$ cat config.mk
export PLATFORM = sky130hd
export DESIGN_NAME = dvs_level_seq
export DESIGN_NICKNAME = d
export VERILOG_FILES = /design/src/rtl/dvs_seq_pkg.sv /design/src/rtl/dvs_settle_timer.sv /design/src/rtl/dvs_step_planner.sv /design/src/rtl/dvs_phase_ctrl.sv /design/src/rtl/dvs_level_seq.sv
export SDC_FILE = /design/constraint.sdc
export NUM_CORES = 1
export LEC_CHECK = 0
export CAP_MARGIN = 5
export CORE_MARGIN = 5
export CORE_UTILIZATION = 61
export CTS_CLUSTER_SIZE = 25
export DETAILED_ROUTE_END_ITERATION = 16
export PLACE_DENSITY_LB_ADDON = 0.08
export SLEW_MARGIN = 40
export SYNTH_ARGS = -nofsm -noshare
export SYNTH_HDL_FRONTEND = slang
export SYNTH_HIERARCHICAL = 1
export SYNTH_SLANG_ARGS = --single-unit
$ cat constraint.sdc
create_clock -name clk -period 4.8 [get_ports clk]
set_clock_uncertainty 0.2 [all_clocks]
set_input_delay 0.48 -clock clk [delete_from_list [all_inputs] [get_ports clk]]
set_output_delay 0.48 -clock clk [all_outputs]
set_load 0.02 [all_outputs]
$ cat src/rtl/dvs_seq_pkg.sv
package dvs_seq_pkg;

  typedef enum logic [1:0] {
    PH_IDLE = 2'd0,
    PH_FREQ = 2'd1,
    PH_VOLT = 2'd2
  } phase_e;

  typedef enum logic [1:0] {
    DIR_HOLD = 2'd0,
    DIR_SLOW = 2'd1,
    DIR_FAST = 2'd2
  } dir_e;

  // Requested level saturated to the slowest legal level.
  function automatic int sat_level(input int req, input int last);
    return (req > last) ? last : req;
  endfunction

  // Settle length of a phase: frequency or voltage.
  function automatic int phase_len(input bit is_freq, input int f_len, input int v_len);
    return is_freq ? f_len : v_len;
  endfunction

  // Whether the first phase of a step in this direction moves the clock.
  function automatic bit freq_first(input dir_e d);
    return (d == DIR_SLOW);
  endfunction

endpackage

$ cat src/rtl/dvs_settle_timer.sv
module dvs_settle_timer #(
  parameter int CNT_W = 7
) (
  input  logic             clk,
  input  logic             rst_n,
  input  logic             load,
  input  logic [CNT_W-1:0] load_val,
  output logic             expired
);

  logic [CNT_W-1:0] cnt_q;

  always_ff @(posedge clk or negedge rst_n) begin
    if (!rst_n) begin
      cnt_q <= '0;
    end else if (load) begin
      cnt_q <= load_val;
    end else if (cnt_q != '0) begin
      cnt_q <= cnt_q - 1'b1;
    end
  end

  assign expired = (cnt_q == '0);

endmodule

$ cat src/rtl/dvs_step_planner.sv
module dvs_step_planner
  import dvs_seq_pkg::*;
#(
  parameter int NUM_LEVELS = 10,
  parameter int IDX_W      = 4
) (
  input  logic [IDX_W-1:0] cur_lvl,
  input  logic [IDX_W-1:0] req_lvl,
  output logic [IDX_W-1:0] tgt_sat,
  output dir_e             plan_dir,
  output logic [IDX_W-1:0] plan_next
);

  localparam int LAST = NUM_LEVELS - 1;

  always_comb begin
    tgt_sat = IDX_W'(sat_level(int'(req_lvl), LAST));
    if (tgt_sat > cur_lvl) begin
      plan_dir  = DIR_SLOW;
      plan_next = cur_lvl + 1'b1;
    end else if (tgt_sat < cur_lvl) begin
      plan_dir  = DIR_FAST;
      plan_next = cur_lvl - 1'b1;
    end else begin
      plan_dir  = DIR_HOLD;
      plan_next = cur_lvl;
    end
  end

endmodule

$ cat src/rtl/dvs_phase_ctrl.sv
module dvs_phase_ctrl
  import dvs_seq_pkg::*;
#(
  parameter int IDX_W       = 4,
  parameter int FREQ_SETTLE = 20,
  parameter int VOLT_SETTLE = 100,
  parameter int CNT_W       = 7
) (
  input  logic             clk,
  input  logic             rst_n,
  input  dir_e             plan_dir,
  input  logic [IDX_W-1:0] plan_next,
  input  logic [IDX_W-1:0] tgt_sat,
  input  logic             tmr_expired,
  output logic [IDX_W-1:0] lvl_f,
  output logic [IDX_W-1:0] lvl_v,
  output phase_e           phase,
  output logic             tmr_load,
  output logic [CNT_W-1:0] tmr_val,
  output logic             done
);

  phase_e           phase_q;
  dir_e             sdir_q;
  logic             second_q;
  logic [IDX_W-1:0] lvl_f_q, lvl_v_q, dest_q;
  logic             done_q;

  // Named events for the timer and for observation.
  logic step_start, phase_end, first_end, step_end;

  assign step_start = (phase_q == PH_IDLE) && (plan_dir != DIR_HOLD);
  assign phase_end  = (phase_q != PH_IDLE) && tmr_expired;
  assign first_end  = phase_end && !second_q;
  assign step_end   = phase_end && second_q;

  always_comb begin
    tmr_load = step_start || first_end;
    if (step_start) begin
      tmr_val = CNT_W'(phase_len(freq_first(plan_dir), FREQ_SETTLE, VOLT_SETTLE) - 1);
    end else begin
      tmr_val = CNT_W'(phase_len(!freq_first(sdir_q), FREQ_SETTLE, VOLT_SETTLE) - 1);
    end
  end

  always_ff @(posedge clk or negedge rst_n) begin
    if (!rst_n) begin
      phase_q  <= PH_IDLE;
      sdir_q   <= DIR_HOLD;
      second_q <= 1'b0;
      lvl_f_q  <= '0;
      lvl_v_q  <= '0;
      dest_q   <= '0;
      done_q   <= 1'b0;
    end else begin
      done_q <= 1'b0;
      if (step_start) begin
        sdir_q   <= plan_dir;
        dest_q   <= plan_next;
        second_q <= 1'b0;
        if (freq_first(plan_dir)) begin
          lvl_f_q <= plan_next;
          phase_q <= PH_FREQ;
        end else begin
          lvl_v_q <= plan_next;
          phase_q <= PH_VOLT;
        end
      end else if (first_end) begin
        second_q <= 1'b1;
        if (freq_first(sdir_q)) begin
          lvl_v_q <= dest_q;
          phase_q <= PH_VOLT;
        end else begin
          lvl_f_q <= dest_q;
          phase_q <= PH_FREQ;
        end
      end else if (step_end) begin
        second_q <= 1'b0;
        phase_q  <= PH_IDLE;
        done_q   <= (dest_q == tgt_sat);
      end
    end
  end

  assign lvl_f = lvl_f_q;
  assign lvl_v = lvl_v_q;
  assign phase = phase_q;
  assign done  = done_q;

endmodule

$ cat src/rtl/dvs_level_seq.sv
module dvs_level_seq
  import dvs_seq_pkg::*;
#(
  parameter int NUM_LEVELS  = 10,
  parameter int IDX_W       = 4,
  parameter int FREQ_SETTLE = 20,
  parameter int VOLT_SETTLE = 100
) (
  input  logic             clk,
  input  logic             rst_n,
  input  logic [IDX_W-1:0] tgt_level,
  output logic [IDX_W-1:0] freq_idx,
  output logic [IDX_W-1:0] volt_idx,
  output logic             link_blocked,
  output logic             busy,
  output logic             done
);

  localparam int MAX_SETTLE = (FREQ_SETTLE > VOLT_SETTLE) ? FREQ_SETTLE : VOLT_SETTLE;
  localparam int CNT_W      = $clog2(MAX_SETTLE + 1);

  logic [IDX_W-1:0] tgt_sat, plan_next, lvl_f, lvl_v;
  dir_e             plan_dir;
  phase_e           phase;
  logic             tmr_load, tmr_expired;
  logic [CNT_W-1:0] tmr_val;

  dvs_step_planner #(
    .NUM_LEVELS(NUM_LEVELS),
    .IDX_W     (IDX_W)
  ) u_plan (
    .cur_lvl  (lvl_v),
    .req_lvl  (tgt_level),
    .tgt_sat  (tgt_sat),
    .plan_dir (plan_dir),
    .plan_next(plan_next)
  );

  dvs_settle_timer #(
    .CNT_W(CNT_W)
  ) u_tmr (
    .clk     (clk),
    .rst_n   (rst_n),
    .load    (tmr_load),
    .load_val(tmr_val),
    .expired (tmr_expired)
  );

  dvs_phase_ctrl #(
    .IDX_W      (IDX_W),
    .FREQ_SETTLE(FREQ_SETTLE),
    .VOLT_SETTLE(VOLT_SETTLE),
    .CNT_W      (CNT_W)
  ) u_ctrl (
    .clk        (clk),
    .rst_n      (rst_n),
    .plan_dir   (plan_dir),
    .plan_next  (plan_next),
    .tgt_sat    (tgt_sat),
    .tmr_expired(tmr_expired),
    .lvl_f      (lvl_f),
    .lvl_v      (lvl_v),
    .phase      (phase),
    .tmr_load   (tmr_load),
    .tmr_val    (tmr_val),
    .done       (done)
  );

  assign freq_idx     = lvl_f;
  assign volt_idx     = lvl_v;
  assign link_blocked = (phase == PH_FREQ);
  assign busy         = (phase != PH_IDLE) || (lvl_v != tgt_sat);

endmodule

# == Word-level counts from Yosys, hierarchy flattened ==
# Cells that the tools add are included.
# word_totals
ff_bits,25
inputBits,6
elab_cells,71
# classes
magnitude_cmp,3
n_reduce_logical,18
addsub,5
mux,29
n_eq_ne,8
# op_table
operator,n
$mux 4,11
$mux 7,5
$mux 2,7
$sub 7x2->7 const B,2
$reduce_bool 2->1,5
$logic_not 7->1,1
$reduce_bool 7->1,1
$sub 7x1->7 const B,1
$eq 2x1->1 const B,3
$mux 1,6
$reduce_and 3->1,2
$add 4x1->4 const B,1
$eq 4x4->1,1
$gt 4x4->1,1
$gt 4x4->1 const B,1
$logic_and 1x1->1,4
$lt 4x4->1,1
$ne 2x2->1 const B,2
$ne 4x4->1,1
$sub 4x1->4 const B,1
$reduce_bool 3->1,1
$logic_not 2->1,1
$logic_or 1x1->1,2
$ne 2x1->1 const B,1
$logic_not 1->1,1

# == Longest topological paths before layout ==
# Gate-level depths: netlist of the first run.
# depth
word_depth,10
ltp_mapped,13
mapped_depth_nobuf,12

# == Hierarchy ==
# Netlist of the first run, hierarchy kept.
# by_module_without_submodules
module,instances,cells_per_inst,seq_area_each_um2,area_per_inst_um2
dvs_phase_ctrl,1,91,450.4,930.9
dvs_settle_timer,1,43,175.2,434.2
dvs_step_planner,1,45,0.0,336.6
dvs_level_seq,1,10,0.0,61.3

# == Worst setup path before layout of the first run ==
# Ideal clock, no wire load.
# synth_timing
path_kind,input to register
from,input port tgt_level[1]
to,register u_tmr.cnt_q[6]
t_arrival_ps,2616
path_slack_ps,1860
setup_time_ps,124
stages,11
path_cell_list,nor2b_1 -> ha_1 -> nor2b_4 -> o211ai_4 -> nand2_1 -> inv_1 -> nor2_1 -> nor2_1 -> o21ai_1 -> clkbuf_1 -> o31a_1
# synth_via
word_cells_on_any_way,15
cone_classes,add/sub (1); order compare (3); eq/ne (1); mux (6); reduce/logical (4)
# synth_lines
item,line,rtl
from (decl),dvs_level_seq.sv:11,"input logic [IDX_W-1:0] tgt_level,"
$gt 4x4->1,dvs_seq_pkg.sv:17,return (req > last) ? last : req;
$mux 4 (*),dvs_seq_pkg.sv:17,
$lt 4x4->1,dvs_step_planner.sv:21,end else if (tgt_sat < cur_lvl) begin
$mux 2,dvs_step_planner.sv:21,
$mux 2 (*),dvs_step_planner.sv:18,if (tgt_sat > cur_lvl) begin
net plan_dir[1],dvs_level_seq.sv:23,dir_e plan_dir;
$reduce_bool 2->1 (*),dvs_phase_ctrl.sv:32,assign step_start = (phase_q == PH_IDLE) && (plan_dir != DIR_HOLD);
$logic_and 1x1->1 (*),dvs_phase_ctrl.sv:32,
$logic_or 1x1->1 (*),dvs_phase_ctrl.sv:38,tmr_load = step_start || first_end;
net tmr_load,dvs_level_seq.sv:25,"logic tmr_load, tmr_expired;"
$mux 7 / $reduce_bool 2->1 (equally long branches),--,
to (signal assigned),dvs_settle_timer.sv:17,cnt_q <= load_val;
to (signal assigned),dvs_settle_timer.sv:19,cnt_q <= cnt_q - 1'b1;
to (decl),dvs_settle_timer.sv:11,logic [CNT_W-1:0] cnt_q;
# Mark *: on every way through the listed nets, which the timed path passes. The rest lies on a longest branch.
# A chain may end at the register's enable or synchronous reset.

# == Worst setup path after layout of the first run ==
# layout_timing
from,input port tgt_level[3]
to,output port busy
# layout_via
elab_chain_len,4
# layout_lines
item,line,rtl
$gt 4x4->1,dvs_seq_pkg.sv:17,
$mux 4,dvs_seq_pkg.sv:17,
net tgt_sat[0],dvs_level_seq.sv:22,"logic [IDX_W-1:0] tgt_sat, plan_next, lvl_f, lvl_v;"
$ne 4x4->1,dvs_level_seq.sv:72,assign busy = (phase != PH_IDLE) || (lvl_v != tgt_sat);
$logic_or 1x1->1,dvs_level_seq.sv:72,
to (decl),dvs_level_seq.sv:15,"output logic busy,"
# The timed path passes the listed nets, and every way through them passes these cells.

==> results of run 1 <==
## Yosys cell counts (4+ instances only)
cell type / number / share of area
dfrtp_1: 25 / 0.35
inv_1: 14 / 0.030
a31oi_1: 11 / 0.039
nand2_1: 11 / 0.023
nor2_1: 9 / 0.019
nor2b_1: 9 / 0.032
a311oi_1: 8 / 0.040
ha_1: 8 / 0.057
o21ai_0: 8 / 0.023
a21o_1: 5 / 0.021
buf_4: 5 / 0.021
nand3_1: 5 / 0.014
o21ai_1: 5 / 0.014
xnor2_1: 5 / 0.025
a21oi_1: 4 / 0.011
o31ai_1: 4 / 0.017
xor2_1: 4 / 0.020
## cell families (layout without fill, tap and decap cells)
logic type,after synthesis,count (layout),share of synthesized area
AOI/OAI and AO/OA,63,63,0.262
and+or+nand+nor,57,57,0.204
DFF,25,25,0.355
buffers and inverters,25,35,0.0731
xor gates and xnor gates,9,9,0.0447
adders and majority gates,8,8,0.0568
other,2,4,0.00426
## through the flow
step,instances,hold slack [ns],cell area (um^2)
floorplan,191,-0.0156,1770
global placement,227,0.277,1890
detailed placement,227,0.282,1890
CTS,232,0.315,1930
global route,232,0.353,1930
finish,232,0.320,1930
## critical path, cell delays in order
cell and delay, ns:
clkdlybuf4s50_1 0.61, o21ai_0 0.12, nor2b_1 0.16, inv_1 0.11
inv_1 0.07, a222oi_1 0.30, or4b_1 0.47, clkdlybuf4s50_1 0.55
## per-layer routing
metal / part of all wire / GRT usage / vias to the layer above
met1: 0.44 / 0.279 / 724
met4: 0.013 / 0.0571 / 0
li1: - / - / 726
met2: 0.50 / 0.338 / 65
met3: 0.053 / 0.0385 / 8
met5: 0 / 0 / -
## cells in the final DEF, fill, tap and decap left out, drive strengths merged, types with 5 or more instances in the layout
cell and instances:
a21oi 5, inv 14, nor2b 10, clkdlybuf4s50 15, dfrtp 25, xnor2 5, nor2 9, a31oi 11
nand2 11, ha 8, o21ai 13, a21o 7, nand3 5, a311oi 8
## final cells by class
type	instances	area, um^2	area share
multi-input cells	141	1020	0.529
flip-flops and latches	25	626	0.324
repair buffers	17	165	0.0856
inverters	14	52.6	0.0272
well taps	31	38.8	0.0201
clock buffers	3	22.5	0.0117
clock inverters	1	5.00	0.00259
## registers in the layout, summed over array words and instances (netlist names)
signal and flops:
u_ctrl/lvl_v 4, u_ctrl/lvl_f 4, u_ctrl/done 1, u_ctrl/phase 2, u_tmr/cnt_q 7, u_ctrl/dest_q 4
u_ctrl/sdir_q 2, u_ctrl/second_q 1
## how the worst max path moves through the flow
stage | start | to | slack, ns | cells past startpoint
floorplan | tgt_level[1] | u_tmr/cnt_q[6] | 1.86 | 11
global placement | tgt_level[3] | u_tmr/cnt_q[6] | 1.14 | 11
detailed placement | tgt_level[3] | u_tmr/cnt_q[3] | 0.95 | 12
CTS | tgt_level[3] | busy | 1.24 | 8
global route | tgt_level[3] | u_tmr/cnt_q[3] | 1.13 | 12
finish | tgt_level[3] | busy | 1.25 | 8
## power groups by stage
stage / Combinational, mW / Clock [mW] / Sequential [mW]
after floorplan: 0.599 / 0 / 0.451
after detailed placement: 0.821 / 0 / 0.443
after CTS: 0.829 / 0.0945 / 0.438
after global placement: 0.796 / 0 / 0.436
after global routing: 0.927 / 0.106 / 0.458
final: 0.844 / 0.0906 / 0.441
## what timing repair did
| action | CTS | global route |
|---|---|---|
| hold buffers | 1 | 0 |
| endpoints found under the hold margin | 25 | 0 |
| setup endpoints to repair | 0 | 0 |
==> flow_metrics.env, run 1 <==
export IMPL_status="completed"
export IMPL_clk_pin_slew_worst_paths_ns=0.14
export IMPL_first_global_vias=1455
export IMPL_wl_mm=4.10
export IMPL_critPathRequiredTime_ns=4.12
export IMPL_worstSkewPairLatency_ns=0.31
export IMPL_period_needed_ns=3.55
export IMPL_rr_worst_depth=7
export IMPL_finalHoldViolations=0
export IMPL_finalCritPeriodShare=0.740
export IMPL_slew_viol_final=0
export IMPL_ys_seq_area_frac=0.355
export IMPL_drtAntennaViolNets=0
export IMPL_drc=0
export IMPL_area_growth_pct=9.44
export IMPL_n_antenna_cell=0
export IMPL_power_share_combinational=0.613
export IMPL_cts_buffers=3
export IMPL_crit_path_start_kind="primary input"
export IMPL_cts_sinks=25
export IMPL_die_h_um=63.8
export IMPL_max_cap_violations=0
export IMPL_drive_gt1_frac=0.104
export IMPL_seqPwrFrac=0.321
export IMPL_wire_per_inst_um=17.7
export IMPL_die_area_um2=4070
export IMPL_vias=1523
export IMPL_ys_types=51
export IMPL_reg2reg_to="u_tmr/cnt_q[3]"
export IMPL_fin_util=0.700
export IMPL_finalSetupTns_ns=0
export IMPL_grt_use_total=0.206
export IMPL_start_util=0.639
export IMPL_pre_cts_slack_ns=0.952
export IMPL_dp_final_hpwl_mm=3.07
export IMPL_crit_arrival_ns=2.87
export IMPL_criticalPathCategory="primary input to output pin"
export IMPL_ys_ff_latch=25
export IMPL_synthCells=189
export IMPL_end_kind="output pin"
export IMPL_worst_slack_ns=1.25
export IMPL_ys_flop_type="dfrtp_1"
export IMPL_holdCritPathClass="register to register"
export IMPL_finalPower_mw=1.38
export IMPL_ir_drop_uv=459
export IMPL_grt_max_degree=26
export IMPL_maxClockFrequency_mhz=281
export IMPL_nets=216
export IMPL_whs_endpoint="u_ctrl/sdir_q[1]"
export IMPL_post_cts_buffers=0
export IMPL_drtPass1Iterations=5
export IMPL_synth_area_um2=1760
export IMPL_synthArstFlopShare=1.00
export IMPL_power_leakage_nw=0.818
export IMPL_globalRouteOverflowTotal=0
export IMPL_rsz0062_at_grt="false"
export IMPL_gp_congestion=0.929
export IMPL_h_tree_depth=1
export IMPL_synth_edf_count=0
export IMPL_p_int_uw=708
export IMPL_num_io_pins=17
export IMPL_rr_startpoint="u_tmr/cnt_q[3]"
export IMPL_reg2reg_slack_ns=1.68
export IMPL_worstMarginPinSlew_ns=0.656
export IMPL_port_buffers=16
export IMPL_fill_cells=227
export IMPL_clkPwrFrac=0.066
export IMPL_rows=19
export IMPL_synth_area_per_cell_um2=9.33
export IMPL_slew_headroom=0.560
export IMPL_hold_start="u_ctrl/sdir_q[1]"
export IMPL_via_per_inst=6.56
export IMPL_ys_warnings_count=6
export IMPL_die_w_um=63.8
export IMPL_cts_resized=0
export IMPL_cts_tree="built"
export IMPL_clock_path_buffers=2
export IMPL_grt_pass1_wl_mm=6.82
export IMPL_p_per_area_nw_per_um2=713
export IMPL_finalSetupViolCount=0
export IMPL_cts_root_buf="clkbuf_4"
export IMPL_coreArea_um2=2760
export IMPL_swShare=0.486
export IMPL_antenna_found_initial=0
export IMPL_critPathMaxFanout=6
export IMPL_drt_iter0_markers=158
export IMPL_min_path_cells=1
export IMPL_power_switching_uw=668
Note: power is estimated with default switching activity, not from simulation.
==> inputs of run 2 (changes only) <==
--- a/config.mk
+++ b/config.mk
@@ -7,7 +7,7 @@
 export LEC_CHECK = 0
 export CAP_MARGIN = 5
 export CORE_MARGIN = 5
-export CORE_UTILIZATION = 61
+export CORE_UTILIZATION = 57
 export CTS_CLUSTER_SIZE = 25
 export DETAILED_ROUTE_END_ITERATION = 16
 export PLACE_DENSITY_LB_ADDON = 0.08
==> constraint.sdc (replaced) <==
create_clock -name clk -period 3.5 [get_ports clk]
set_clock_uncertainty 0.2 [all_clocks]
set_input_delay 0.35 -clock clk [delete_from_list [all_inputs] [get_ports clk]]
set_output_delay 0.35 -clock clk [all_outputs]
set_load 0.02 [all_outputs]
==> run 2 against run 1 <==
Critical path depth unchanged. Clock power rose by 42%. Routed wire length fell by 2.7%. Largest cell class unchanged. Largest power group unchanged. Highest routed layer unchanged.
==> flow_metrics.env, run 2 (synthesis gave the netlist of run 1 again) <==
export IMPL_final_cell_mix="25 x dfrtp_1, 16 x clkdlybuf4s50_1, 14 x inv_1, 11 x nand2_1, 11 x a31oi_1"
export IMPL_drt_iter0_markers=130
export IMPL_slowest_stage="clkdlybuf4s50_1"
export IMPL_antenna_found_initial=0
export IMPL_n_antenna_cell=0
export IMPL_reg2reg_to="u_ctrl/lvl_f[3]"
export IMPL_slew_viol_final=0
export IMPL_cp_depth=8
export IMPL_rsz0062_at_grt="false"
export IMPL_final_common_cell="dfrtp_1"
export IMPL_cts_resized=0
export IMPL_largest_reg_flops=7
export IMPL_largest_register="u_tmr/cnt_q"
export IMPL_die_area_um2=4310
export IMPL_via_per_inst=6.37
export IMPL_first_global_vias=1441
export IMPL_fin_util=0.656
export IMPL_finalSetupViolCount=0
export IMPL_p_int_uw=992
export IMPL_clkPwrFrac=0.068
export IMPL_wl_mm=3.99
export IMPL_p_per_area_nw_per_um2=966
export IMPL_critPathRequiredTime_ns=2.95
export IMPL_grt_pass1_wl_mm=6.68
export IMPL_rr_worst_depth=10
export IMPL_finalHoldViolations=0
export IMPL_maxClockFrequency_mhz=319
export IMPL_crit_path_start_kind="primary input"
export IMPL_seqPwrFrac=0.315
export IMPL_num_io_pins=17
export IMPL_criticalPathCategory="primary input to output pin"
export IMPL_die_w_um=65.6
export IMPL_swShare=0.479
export IMPL_clock_path_buffers=2
export IMPL_cts_buffers=3
export IMPL_cts_sinks=25
export IMPL_drtAntennaViolNets=0
export IMPL_drive_gt1_frac=0.121
export IMPL_worstSkewPairLatency_ns=0.33
export IMPL_cts_root_buf="clkbuf_4"
export IMPL_globalRouteOverflowTotal=0
export IMPL_cp_top_family="buffers and inverters"
export IMPL_finalPower_mw=1.90
export IMPL_period_needed_ns=3.13
export IMPL_die_h_um=65.6
export IMPL_wire_per_inst_um=16.7
export IMPL_power_leakage_nw=0.842
export IMPL_end_kind="output pin"
export IMPL_power_share_combinational=0.618
export IMPL_rr_startpoint="u_ctrl/lvl_v[1]"
export IMPL_nets=221
export IMPL_coreArea_um2=3000
export IMPL_fin_cells=239
export IMPL_start_util=0.587
export IMPL_port_buffers=16
export IMPL_gp_congestion=0.893
export IMPL_post_cts_buffers=0
export IMPL_power_switching_uw=911
export IMPL_vias=1523
export IMPL_critPathMaxStageDelay_ns=0.55
export IMPL_grt_use_total=0.201
export IMPL_status="completed"
export IMPL_drtPass1Iterations=5
export IMPL_rows=20
export IMPL_crit_arrival_ns=2.58
export IMPL_ir_drop_uv=548
export IMPL_drc=0
export IMPL_h_tree_depth=1
export IMPL_finalCritPeriodShare=0.895
export IMPL_reg2reg_slack_ns=0.49
export IMPL_worstMarginPinSlew_ns=0.557
export IMPL_slew_headroom=0.628
export IMPL_path_cells="clkdlybuf4s50_1 -> o21ai_0 -> nor2b_1 -> inv_1 -> inv_1 -> a222oi_1 -> or4b_1 -> clkdlybuf4s50_1"
export IMPL_holdWs_ns=0.182
export IMPL_grt_max_degree=26
export IMPL_clk_pin_slew_worst_paths_ns=0.14
export IMPL_dp_final_hpwl_mm=2.98
export IMPL_dp_cells=235
export IMPL_max_cap_violations=0
export IMPL_ctsHoldBuffers=0
export IMPL_cts_tree="built"
export IMPL_area_growth_pct=11.8
export IMPL_critPathMaxFanout=3
export IMPL_path_buf_inv=4
export IMPL_holdCritPathClass="primary input to async pin"
run 2: cell types whose count changed in the layout (fill, tap and decap cells not counted), sizes merged:
cell,change
buf,+5
clkbuf,+1
clkdlybuf4s50,+1
clkinv,-1
dlygate4sd3,-1
run 2: final cells by class:
type	count	area [um^2]
fill	246	1030
sequential	25	626
multi-input combinational	141	1020
tap	33	41.3
timing repair buffer	22	205
inverter	14	52.6
clock buffer	4	26.3
run 2: worst max-delay path by stage:
stage                     from        endpoint
2_1_floorplan  u_ctrl/lvl_v[1]  u_tmr/cnt_q[6]
3_3_place_gp      tgt_level[3]  u_tmr/cnt_q[1]
3_5_place_dp      tgt_level[1]  u_tmr/cnt_q[1]
4_1_cts           tgt_level[1]  u_tmr/cnt_q[1]
5_1_grt           tgt_level[3]            busy
6_report          tgt_level[3]            busy
run 2: through the flow:
step	cell area (um^2)	worst slack (ns)	TNS, ns
CTS	1970	0.347	0
global placement	1940	0.134	0
finish	1970	0.369	0
global route	1970	0.288	0
detailed placement	1940	-0.0225	-0.0255
floorplan	1770	0.647	0
run 2: layer usage:
layer	wire (um)	global-route usage
met1	1900	0.280
met2	1820	0.315
met3	192	0.0256
met4	78	0.0829
met5	0	0
run 2: power groups by stage:
stage | Combinational [mW] | Sequential, mW | Clock [mW]
3_5_place_dp | 1.16 | 0.603 | 0
5_1_grt | 1.29 | 0.624 | 0.150
3_3_place_gp | 1.12 | 0.594 | 0
4_1_cts | 1.16 | 0.595 | 0.139
2_1_floorplan | 0.822 | 0.618 | 0
6_report | 1.18 | 0.599 | 0.129
==> inputs of run 3 (changes only) <==
--- a/config.mk
+++ b/config.mk
@@ -6,6 +6,7 @@
 export NUM_CORES = 1
 export LEC_CHECK = 0
 export CAP_MARGIN = 5
+export CORE_ASPECT_RATIO = 1.75
 export CORE_MARGIN = 5
 export CORE_UTILIZATION = 57
 export CTS_CLUSTER_SIZE = 25
==> run 3 against run 2 <==
Routed wire length is 5.4% higher. Via count grew 1.2%. Non-clock buffer count up 4. Critical path depth unchanged. Die area rose by 1.0%. Core utilization grew 3.0 points. First-iteration DRC count shrank 62%. Largest cell class unchanged. Largest power group unchanged.
==> flow_metrics.env, run 3 (synthesis gave the netlist of run 1 again) <==
export IMPL_status="completed"
export IMPL_dp_cells=247
export IMPL_criticalPathCategory="primary input to output pin"
export IMPL_finalSetupTns_ns=0
export IMPL_power_share_combinational=0.620
export IMPL_first_global_vias=1612
export IMPL_critPathRequiredTime_ns=2.95
export IMPL_clkPwrFrac=0.087
export IMPL_num_io_pins=17
export IMPL_crit_path_start_kind="primary input"
export IMPL_start_util=0.596
export IMPL_port_buffers=16
export IMPL_cts_tree="built"
export IMPL_cts_buffers=3
export IMPL_drive_gt1_frac=0.143
export IMPL_worstMarginPinSlew_ns=0.582
export IMPL_via_per_inst=6.12
export IMPL_finalCritPeriodShare=0.898
export IMPL_drtPass1Iterations=5
export IMPL_swShare=0.467
export IMPL_die_w_um=52.0
export IMPL_area_growth_pct=15.3
export IMPL_p_int_mw=1.05
export IMPL_rows=26
export IMPL_pre_cts_slack_ns=0.00490
export IMPL_placed_area_um2=1970
export IMPL_wire_per_inst_um=16.7
export IMPL_grt_use_total=0.214
export IMPL_wl_mm=4.21
export IMPL_crit_arrival_ns=2.59
export IMPL_grt_max_degree=26
export IMPL_final_cell_area_um2=2030
export IMPL_dp_final_hpwl_mm=3.35
export IMPL_coreArea_um2=2960
export IMPL_drtAntennaViolNets=0
export IMPL_cts_sinks=25
export IMPL_cts_root_buf="clkbuf_8"
export IMPL_max_cap_violations=0
export IMPL_holdCritPathClass="register to register"
export IMPL_gp_congestion=0.860
export IMPL_n_antenna_cell=0
export IMPL_worstSkewPairLatency_ns=0.27
export IMPL_final_common_cell="dfrtp_1"
export IMPL_period_needed_ns=3.14
export IMPL_clock_path_buffers=2
export IMPL_grt_pass1_wl_mm=7.29
export IMPL_rsz0062_at_grt="false"
export IMPL_antenna_found_initial=0
export IMPL_finalHoldViolations=0
export IMPL_final_cell_mix="25 x dfrtp_1, 15 x clkdlybuf4s50_1, 14 x inv_1, 11 x nand2_1, 11 x a31oi_1"
export IMPL_seqPwrFrac=0.293
export IMPL_drt_iter0_markers=49
export IMPL_critPathMaxFanout=5
export IMPL_largest_reg_flops=7
export IMPL_die_area_um2=4350
export IMPL_end_kind="output pin"
export IMPL_power_switching_uw=921
export IMPL_holdWs_ns=0.306
export IMPL_h_tree_depth=1
export IMPL_drc=0
export IMPL_clk_pin_slew_worst_paths_ns=0.08
export IMPL_finalSetupViolCount=0
export IMPL_p_per_area_nw_per_um2=970
export IMPL_cts_resized=0
export IMPL_die_h_um=83.6
export IMPL_maxClockFrequency_mhz=318
export IMPL_worst_slack_ns=0.355
export IMPL_globalRouteOverflowTotal=0
export IMPL_nets=225
export IMPL_fin_util=0.686
export IMPL_slew_viol_final=0
export IMPL_largest_register="u_tmr/cnt_q"
export IMPL_power_leakage_nw=0.868
export IMPL_finalPower_mw=1.97
export IMPL_vias=1542
export IMPL_fin_cells=252
export IMPL_ir_drop_uv=600
export IMPL_slew_headroom=0.612
run 3: cell types whose count changed in the layout (fill, tap and decap cells not counted), sizes merged:
cell and delta:
buf +4, clkbuf -1, clkdlybuf4s50 -1, clkinvlp +1, dlygate4sd3 +1
run 3: what timing repair did:
item,4_1_cts,5_1_grt
setup buffers,0,0
hold buffers,1,0
endpoints found under the setup margin,0,0
hold endpoints to repair,25,0
run 3: layout make-up:
| class | count | area [um^2] |
|---|---|---|
| fill | 240 | 928 |
| inverter | 14 | 52.6 |
| clock inverter | 1 | 7.51 |
| timing repair buffer | 26 | 233 |
| multi-input combinational | 141 | 1020 |
| tap | 42 | 52.6 |
| clock buffer | 3 | 41.3 |
| sequential | 25 | 626 |
run 3: critical path: stages:
cell and delay [ns]:
clkdlybuf4s50_1 0.55, o21ai_0 0.11, nor2b_1 0.16, inv_1 0.08
inv_1 0.05, a222oi_1 0.27, or4b_1 0.46, clkdlybuf4s50_1 0.55
run 3: metal layers:
layer	track usage	vias up	routed length, um
li1	-	737	-
met1	0.222	755	1540
met5	0	-	0
met4	0.0907	0	141
met2	0.404	36	2380
met3	0.0250	14	139
run 3: power by group through the flow:
| stage | combinational (mW) | sequential, mW | clock (mW) |
|---|---|---|---|
| detailed placement | 1.21 | 0.585 | 0 |
| global placement | 1.17 | 0.579 | 0 |
| global route | 1.36 | 0.605 | 0.185 |
| CTS | 1.22 | 0.579 | 0.174 |
| finish | 1.22 | 0.578 | 0.171 |
| floorplan | 0.822 | 0.618 | 0 |
run 3: path summary, 6_finish.rpt:
path	from	slack, ns	to	cells past startpoint
hold reg to reg	u_ctrl/sdir_q[1]	0.31	u_ctrl/sdir_q[1]	1
setup reg to reg	u_ctrl/lvl_v[3]	0.84	u_tmr/cnt_q[3]	10
max in group asynchronous	rst_n	2.33	u_ctrl/phase[1]	2
min in group asynchronous	rst_n	0.40	u_ctrl/done	2
setup / recovery	tgt_level[3]	0.36	busy	8
hold / removal	u_ctrl/sdir_q[1]	0.31	u_ctrl/sdir_q[1]	1
